## src/rtl/vseq_pkg.sv

```systemverilog
package vseq_pkg;

   typedef enum logic [1:0] {
      ST_IDLE = 2'd0,
      ST_REQ  = 2'd1,
      ST_WAIT = 2'd2,
      ST_FIN  = 2'd3
   } seq_state_t;

   // Keep-bits for an element of 1, 2, 4 or 8 bytes.
   function automatic logic [63:0] lane_mask(input logic [1:0] sz);
      case (sz)
         2'd0:    lane_mask = 64'h0000_0000_0000_00FF;
         2'd1:    lane_mask = 64'h0000_0000_0000_FFFF;
         2'd2:    lane_mask = 64'h0000_0000_FFFF_FFFF;
         default: lane_mask = 64'hFFFF_FFFF_FFFF_FFFF;
      endcase
   endfunction

endpackage

```

## src/rtl/vseq_pick.sv

```systemverilog
// Chooses one pending element. The ascending encoder always exists; the
// DESCEND variant adds a top-down encoder used unless force_asc is high.
module vseq_pick #(
   parameter int N       = 16,
   parameter bit DESCEND = 1'b0,
   localparam int EIW    = $clog2(N)
) (
   input  logic [N-1:0]   pend,
   input  logic           force_asc,
   output logic           valid,
   output logic [EIW-1:0] idx
);
   logic [EIW-1:0] asc_idx;
   logic [EIW-1:0] dsc_idx;

   always_comb begin
      asc_idx = '0;
      for (int i = N - 1; i >= 0; i--) begin
         if (pend[i]) asc_idx = EIW'(i);
      end
   end

   generate
      if (DESCEND) begin : g_desc
         always_comb begin
            dsc_idx = '0;
            for (int i = 0; i < N; i++) begin
               if (pend[i]) dsc_idx = EIW'(i);
            end
         end
      end else begin : g_asc_only
         assign dsc_idx = asc_idx;
      end
   endgenerate

   assign valid = |pend;
   assign idx   = force_asc ? asc_idx : dsc_idx;
endmodule

```

## src/rtl/vseq_agen.sv

```systemverilog
// Element address: base plus either a scaled element number or a byte index.
module vseq_agen #(
   parameter int N     = 16,
   parameter int AW    = 32,
   parameter int IDX_W = 32,
   localparam int EIW  = $clog2(N)
) (
   input  logic [AW-1:0]      base,
   input  logic [1:0]         esize,
   input  logic               indexed,
   input  logic [N*IDX_W-1:0] idx_vec,
   input  logic [EIW-1:0]     elem,
   output logic [AW-1:0]      addr
);
   logic [IDX_W-1:0] idx_sel;
   logic [AW-1:0]    stride_off;
   logic [AW-1:0]    offset;

   assign idx_sel    = idx_vec[elem*IDX_W +: IDX_W];
   assign stride_off = AW'(elem) << esize;
   assign offset     = indexed ? AW'(idx_sel) : stride_off;
   assign addr       = base + offset;
endmodule

```

## src/rtl/vseq_regfile.sv

```systemverilog
// Element data array: one write port, two combinational read ports.
module vseq_regfile #(
   parameter int N    = 16,
   parameter int DW   = 64,
   localparam int EIW = $clog2(N)
) (
   input  logic           clk,
   input  logic           rst_n,
   input  logic           we,
   input  logic [EIW-1:0] waddr,
   input  logic [DW-1:0]  wdata,
   input  logic [EIW-1:0] raddr_a,
   output logic [DW-1:0]  rdata_a,
   input  logic [EIW-1:0] raddr_b,
   output logic [DW-1:0]  rdata_b
);
   logic [DW-1:0] mem_q [N];

   always_ff @(posedge clk or negedge rst_n) begin
      if (!rst_n) begin
         for (int i = 0; i < N; i++) mem_q[i] <= '0;
      end else if (we) begin
         mem_q[waddr] <= wdata;
      end
   end

   assign rdata_a = mem_q[raddr_a];
   assign rdata_b = mem_q[raddr_b];
endmodule

```

## src/rtl/vmem_defer_seq.sv

```systemverilog
module vmem_defer_seq
   import vseq_pkg::*;
#(
   parameter int MAX_VL        = 16,
   parameter int AW            = 32,
   parameter int DW            = 64,
   parameter int IDX_W         = 32,
   parameter bit DEFER_DESCEND = 1'b0
) (
   input  logic                          clk,
   input  logic                          rst_n,
   input  logic                          start_i,
   input  logic [$clog2(MAX_VL+1)-1:0]   vl_i,
   input  logic [AW-1:0]                 base_i,
   input  logic [1:0]                    esize_i,
   input  logic                          indexed_i,
   input  logic                          precise_i,
   input  logic                          store_i,
   input  logic [MAX_VL-1:0]             cmask_i,
   input  logic [MAX_VL*IDX_W-1:0]       index_i,
   output logic                          busy_o,
   output logic                          done_o,
   output logic                          exc_o,
   output logic [MAX_VL-1:0]             fail_mask_o,
   output logic [MAX_VL-1:0]             cmask_o,
   output logic [$clog2(MAX_VL)-1:0]     fault_idx_o,
   output logic                          req_valid_o,
   input  logic                          req_ready_i,
   output logic [AW-1:0]                 req_addr_o,
   output logic                          req_we_o,
   output logic [1:0]                    req_size_o,
   output logic [DW-1:0]                 req_wdata_o,
   input  logic                          rsp_valid_i,
   input  logic [DW-1:0]                 rsp_data_i,
   input  logic                          rsp_fault_i,
   input  logic [$clog2(MAX_VL)-1:0]     rd_idx_i,
   output logic [DW-1:0]                 rd_data_o
);
   localparam int VLW = $clog2(MAX_VL + 1);
   localparam int EIW = $clog2(MAX_VL);

   // Elaboration-time parameter checks
   if (MAX_VL < 2 || MAX_VL > 64) begin : g_bad_vl
      $error("vmem_defer_seq: MAX_VL must lie in 2..64");
   end
   if (DW < 64) begin : g_bad_dw
      $error("vmem_defer_seq: DW must hold an 8-byte element");
   end
   if (IDX_W > AW) begin : g_bad_idx
      $error("vmem_defer_seq: IDX_W must not exceed AW");
   end

   seq_state_t               state_q;
   logic [VLW-1:0]           vl_q;
   logic [AW-1:0]            base_q;
   logic [1:0]               esize_q;
   logic                     indexed_q;
   logic                     precise_q;
   logic                     store_q;
   logic [MAX_VL*IDX_W-1:0]  index_q;
   logic [MAX_VL-1:0]        cmask_q;
   logic [MAX_VL-1:0]        fail_q;
   logic [MAX_VL-1:0]        tried_q;
   logic [EIW-1:0]           cur_q;

   logic [MAX_VL-1:0]        in_len;
   logic [MAX_VL-1:0]        pend;
   logic                     pick_vld;
   logic [EIW-1:0]           pick_idx;
   logic [AW-1:0]            elem_addr;
   logic [DW-1:0]            keep;
   logic [DW-1:0]            st_data;
   logic                     wb_en;
   logic                     fail_any;
   logic [EIW-1:0]           fail_low;

   // Elements below the latched vector length
   for (genvar e = 0; e < MAX_VL; e++) begin : g_len
      assign in_len[e] = (VLW'(e) < vl_q);
   end

   assign pend = in_len & ~cmask_q & ~tried_q;
   assign keep = DW'(lane_mask(esize_q));

   vseq_pick #(.N(MAX_VL), .DESCEND(DEFER_DESCEND)) u_pick (
      .pend      (pend),
      .force_asc (precise_q),
      .valid     (pick_vld),
      .idx       (pick_idx)
   );

   vseq_pick #(.N(MAX_VL), .DESCEND(1'b0)) u_fail_enc (
      .pend      (fail_q),
      .force_asc (1'b1),
      .valid     (fail_any),
      .idx       (fail_low)
   );

   vseq_agen #(.N(MAX_VL), .AW(AW), .IDX_W(IDX_W)) u_agen (
      .base    (base_q),
      .esize   (esize_q),
      .indexed (indexed_q),
      .idx_vec (index_q),
      .elem    (pick_idx),
      .addr    (elem_addr)
   );

   assign wb_en = (state_q == ST_WAIT) && rsp_valid_i && !rsp_fault_i && !store_q;

   vseq_regfile #(.N(MAX_VL), .DW(DW)) u_rf (
      .clk     (clk),
      .rst_n   (rst_n),
      .we      (wb_en),
      .waddr   (cur_q),
      .wdata   (rsp_data_i & keep),
      .raddr_a (pick_idx),
      .rdata_a (st_data),
      .raddr_b (rd_idx_i),
      .rdata_b (rd_data_o)
   );

   always_ff @(posedge clk or negedge rst_n) begin
      if (!rst_n) begin
         state_q   <= ST_IDLE;
         vl_q      <= '0;
         base_q    <= '0;
         esize_q   <= '0;
         indexed_q <= 1'b0;
         precise_q <= 1'b0;
         store_q   <= 1'b0;
         index_q   <= '0;
         cmask_q   <= '0;
         fail_q    <= '0;
         tried_q   <= '0;
         cur_q     <= '0;
      end else begin
         case (state_q)
            ST_IDLE: begin
               if (start_i) begin
                  vl_q      <= vl_i;
                  base_q    <= base_i;
                  esize_q   <= esize_i;
                  indexed_q <= indexed_i;
                  precise_q <= precise_i;
                  store_q   <= store_i;
                  index_q   <= index_i;
                  cmask_q   <= cmask_i;
                  fail_q    <= '0;
                  tried_q   <= '0;
                  state_q   <= ST_REQ;
               end
            end
            ST_REQ: begin
               if (!pick_vld) begin
                  state_q <= ST_FIN;
               end else if (req_ready_i) begin
                  cur_q   <= pick_idx;
                  state_q <= ST_WAIT;
               end
            end
            ST_WAIT: begin
               if (rsp_valid_i) begin
                  tried_q[cur_q] <= 1'b1;
                  if (rsp_fault_i) begin
                     fail_q[cur_q] <= 1'b1;
                     state_q       <= precise_q ? ST_FIN : ST_REQ;
                  end else begin
                     cmask_q[cur_q] <= 1'b1;
                     state_q        <= ST_REQ;
                  end
               end
            end
            ST_FIN:  state_q <= ST_IDLE;
            default: state_q <= ST_IDLE;
         endcase
      end
   end

   assign busy_o      = (state_q != ST_IDLE);
   assign done_o      = (state_q == ST_FIN);
   assign exc_o       = done_o && fail_any;
   assign fail_mask_o = fail_q;
   assign cmask_o     = cmask_q;
   assign fault_idx_o = fail_any ? fail_low : '0;

   assign req_valid_o = (state_q == ST_REQ) && pick_vld;
   assign req_addr_o  = elem_addr;
   assign req_we_o    = store_q;
   assign req_size_o  = esize_q;
   assign req_wdata_o = st_data & keep;
endmodule

```

## config.mk

```make
export PLATFORM = sky130hd
export DESIGN_NAME = vmem_defer_seq
export DESIGN_NICKNAME = d
export VERILOG_FILES = /design/src/rtl/vseq_pkg.sv /design/src/rtl/vseq_pick.sv /design/src/rtl/vseq_agen.sv /design/src/rtl/vseq_regfile.sv /design/src/rtl/vmem_defer_seq.sv
export SDC_FILE = /design/constraint.sdc
export NUM_CORES = 2
export LEC_CHECK = 0
export ABC_AREA = 1
export ABC_CLOCK_PERIOD_IN_PS = 5500
export BUFFER_PORTS_ARGS = -buffer_cell sky130_fd_sc_hd__buf_2
export CORE_MARGIN = 8
export CORE_UTILIZATION = 40
export CTS_CLUSTER_SIZE = 30
export DETAILED_ROUTE_END_ITERATION = 8
export PLACE_DENSITY_LB_ADDON = 0.3
export SETUP_SLACK_MARGIN = 0.5
export SYNTH_ARGS = -nofsm -noshare
export SYNTH_HDL_FRONTEND = slang
export SYNTH_SLANG_ARGS = --single-unit
```

## constraint.sdc

```tcl
create_clock -name clk -period 5.5 [get_ports clk]
set_clock_uncertainty 0.15 [all_clocks]
set_input_delay 0.55 -clock clk [delete_from_list [all_inputs] [get_ports clk]]
set_output_delay 0.55 -clock clk [all_outputs]
set_load 0.01 [all_outputs]
```

==> flow_summary.yaml <==
routing:
  top_layer: "met5"
  routed_wl_mm: 389
  wl_per_cell_um: 24.7
  first_pass_iters: 7
  wl_met1_mm: 143
  num_vias: 90279
  dr_wl_met2_mm: 176
  avgViaCountPerCell: 5.73
  dr.first_iter.drc_count: 11614
  drcViolationCount: 0
  antenna_left: 0
  wl_met3_mm: 36.0
final_layout:
  layout-drive-gt1-share: 0.159
  syn_to_final_growth_pct: 29.1
  fin_area_um2: 110000
  nets: 13423
  fin_util: 0.519
  fin_cells: 15742
logic_synthesis:
  synthTopCellsByArea: "dfrtp_1 (48%), nand2_1 (18%), o21ai_0 (11%)"
  synthCells: 11528
  yosys_warnings: 0
  ys_seq_area_frac: 0.480
  synth_nets: 12204
  synth-edff-count: 0
  synth_flop_cell: "dfrtp_1"
  synthArstFlopShare: 1.00
  synth_top_area_share: 0.480
  ys_ff_latch: 1632
  synth_cell_types: 48
  synth_area_um2: 85100
  yosysTopAreaCell: "dfrtp_1"
  avgSynthCellArea_um2: 7.38
clocking:
  cts_root_buffer: "clkbuf_16"
  insertion_delay_ns: 0.85
  htree_num_levels: 4
  clk_pin_slew_ns: 0.06
  cts_tree: "yes"
  max-clock-path-buffers: 3
  clock_sinks: 1632
  cts-buffers-inserted: 183
placed_design:
  pre_cts_ws_ns: -0.518
  gp_congestion: 1.03
  io_buffers: 846
  dpl.hpwl_mm: 234
  placed_area_um2: 93100
  dp_cells: 14659
timing:
  timing.final.crit_share: 1.21
  fmaxAchievable_ghz: 0.151
  setup_tns_ns: -20.43
  slew_violations: 0
  worst_pin_slew_ns: 1.18
  period_minus_slack_ns: 6.63
  hold_viol_final: 0
  slew_headroom: 0.212
  whs_ns: 0.0673
  rsz0062_at_grt: "yes"
  setup-violations-final: 26
  setup_ws_ns: -1.13
global_route:
  overflow: 0
  antenna_found_initial: 34
  grt_pass1_wl_mm: 557
  grt_start_max_net_pins: 204
  first_global_vias: 85804
  grtUsageTotal: 0.317
worst_setup_path:
  worst-path-max-fanout: 9
  arrival_ns: 5.93
  critPathCaptureType: "output pin"
  cp.required_ns: 4.80
  slowest_delay_ns: 0.44
  timing.setup.critical_path_class: "register to output pin"
  crit_slowest_cell: "dfrtp_2"
  cp_common_cell: "buf_4"
  cp-start-kind: "register"
hold_path:
  worstHoldPathType: "input port to register"
floorplanning:
  die_area_um2: 228000
  die_w_um: 477
  initial_core_util: 0.402
  std_cell_rows: 169
  design.core.area_um2: 212000
  num_io_pins: 847
  die_h_um: 477
outcome:
  status: "finished with violations"
  violations: "setup timing"
power_and_ir_drop:
  total_power_mw: 81.4
  p_per_area_nw_per_um2: 742
  p_leak_nw: 50.7
  peakVddDrop_uv: 520
run:
  cap_violations: 0
==> logic make-up after synthesis <==
group,Yosys count,synth area share
AOI/OAI and AO/OA,3194,0.202
and+or+nand+nor,5040,0.234
DFF,1632,0.480
adders and majority gates,32,0.00479
xor gates and xnor gates,30,0.00309
muxes,4,0.000471
buffers and inverters,1596,0.0751
==> metal layers <==
| layer | vias up | global-route usage |
|---|---|---|
| li1 | 40465 | - |
| met1 | 43027 | 0.387 |
| met2 | 5489 | 0.503 |
| met3 | 1286 | 0.0607 |
| met4 | 12 | 0.230 |
| met5 | - | 0 |
==> cell type report <==
| cell class | instances | area (µm²) |
|---|---|---|
| Clock buffer | 268 | 5490 |
| Inverter | 636 | 2430 |
| Tap cell | 2821 | 3530 |
| Clock inverter | 68 | 886 |
| Multi-Input combinational cell | 8302 | 39500 |
| Fill cell | 19573 | 102000 |
| Antenna cell | 23 | 57.6 |
| Timing Repair Buffer | 1992 | 17100 |
| Sequential cell | 1632 | 40800 |
==> worst max-delay path, delay by kind of cell, from the launching register on <==
kind / cells / cell delay [ns]
AO/OA/AOI/OAI: 12 / 1.73
buffers and inverters: 10 / 1.55
flip-flops: 1 / 0.44
adder cells (fa/ha/maj): 1 / 0.25
AND/OR/NAND/NOR: 8 / 0.98
XOR/XNOR: 1 / 0.15
==> sequential cells by signal, summed over array words and instances (netlist names) <==
signal,count
indexed_q,1
index_q,512
precise_q,1
base_q,32
tried_q,16
vl_q,5
u_rf.mem_q,1024
cmask_o,16
req_size_o,2
req_we_o,1
fail_mask_o,16
state_q,2
cur_q,4
==> cell usage after synthesis, drive strengths merged, types with 30 or more instances <==
cell type and number:
nor2 204, buf 240, dfrtp 1632, nand3 756
nand2 4064, clkbuf 720, o21ai 1979, o211ai 329
a31oi 30, inv 632, o221ai 68, ha 31
a21oi 752
==> worst paths after layout <==
check	from	cells after the start	end	slack, ns
max in group asynchronous	rst_n	3	index_q[138]	3.44
hold reg to reg	index_q[415]	2	index_q[415]	0.32
min in group asynchronous	rst_n	2	u_rf.mem_q[592]	0.25
setup reg to reg	state_q[1]	12	u_rf.mem_q[473]	1.68
setup / recovery	vl_q[4]	32	req_addr_o[22]	-1.13
hold / removal	start_i	5	req_we_o	0.07
==> cells in the final DEF (no fill, tap or decap), types with 40 or more instances in the layout <==
| master | synthesis | layout |
|---|---|---|
| nand2_1 | 4061 | 3981 |
| o21ai_0 | 1840 | 1766 |
| dfrtp_1 | 1632 | 1630 |
| buf_2 | 106 | 814 |
| a21oi_1 | 752 | 704 |
| nand3_1 | 756 | 686 |
| inv_1 | 624 | 618 |
| dlygate4sd3_1 | 0 | 576 |
| buf_4 | 22 | 372 |
| o211ai_1 | 325 | 325 |
| clkbuf_16 | 0 | 217 |
| nor2_1 | 202 | 184 |
| o21ai_1 | 138 | 178 |
| buf_6 | 23 | 74 |
| buf_12 | 0 | 74 |
| o221ai_1 | 68 | 68 |
| nand3_2 | 0 | 65 |
| nand2_2 | 1 | 60 |
| clkbuf_8 | 0 | 48 |
| a21oi_2 | 0 | 41 |
| buf_16 | 0 | 40 |
==> timing repair <==
item	CTS	global route
gates resized for setup	173	391
setup buffers	29	51
endpoints found under the hold margin	648	0
endpoints found under the setup margin	95	96
hold buffers	576	0
gates cloned	29	39
pin swaps	44	130
==> power breakdown <==
| group | switching, mW | leakage (nW) | total, mW | internal (mW) |
|---|---|---|---|---|
| Clock | 5.39 | 3.11 | 13.0 | 7.60 |
| Combinational | 31.8 | 25.7 | 51.3 | 19.5 |
| Sequential | 2.44 | 21.8 | 17.1 | 14.7 |
| Total | 39.6 | 50.7 | 81.4 | 41.8 |
Power figures use the tool's default switching activity.
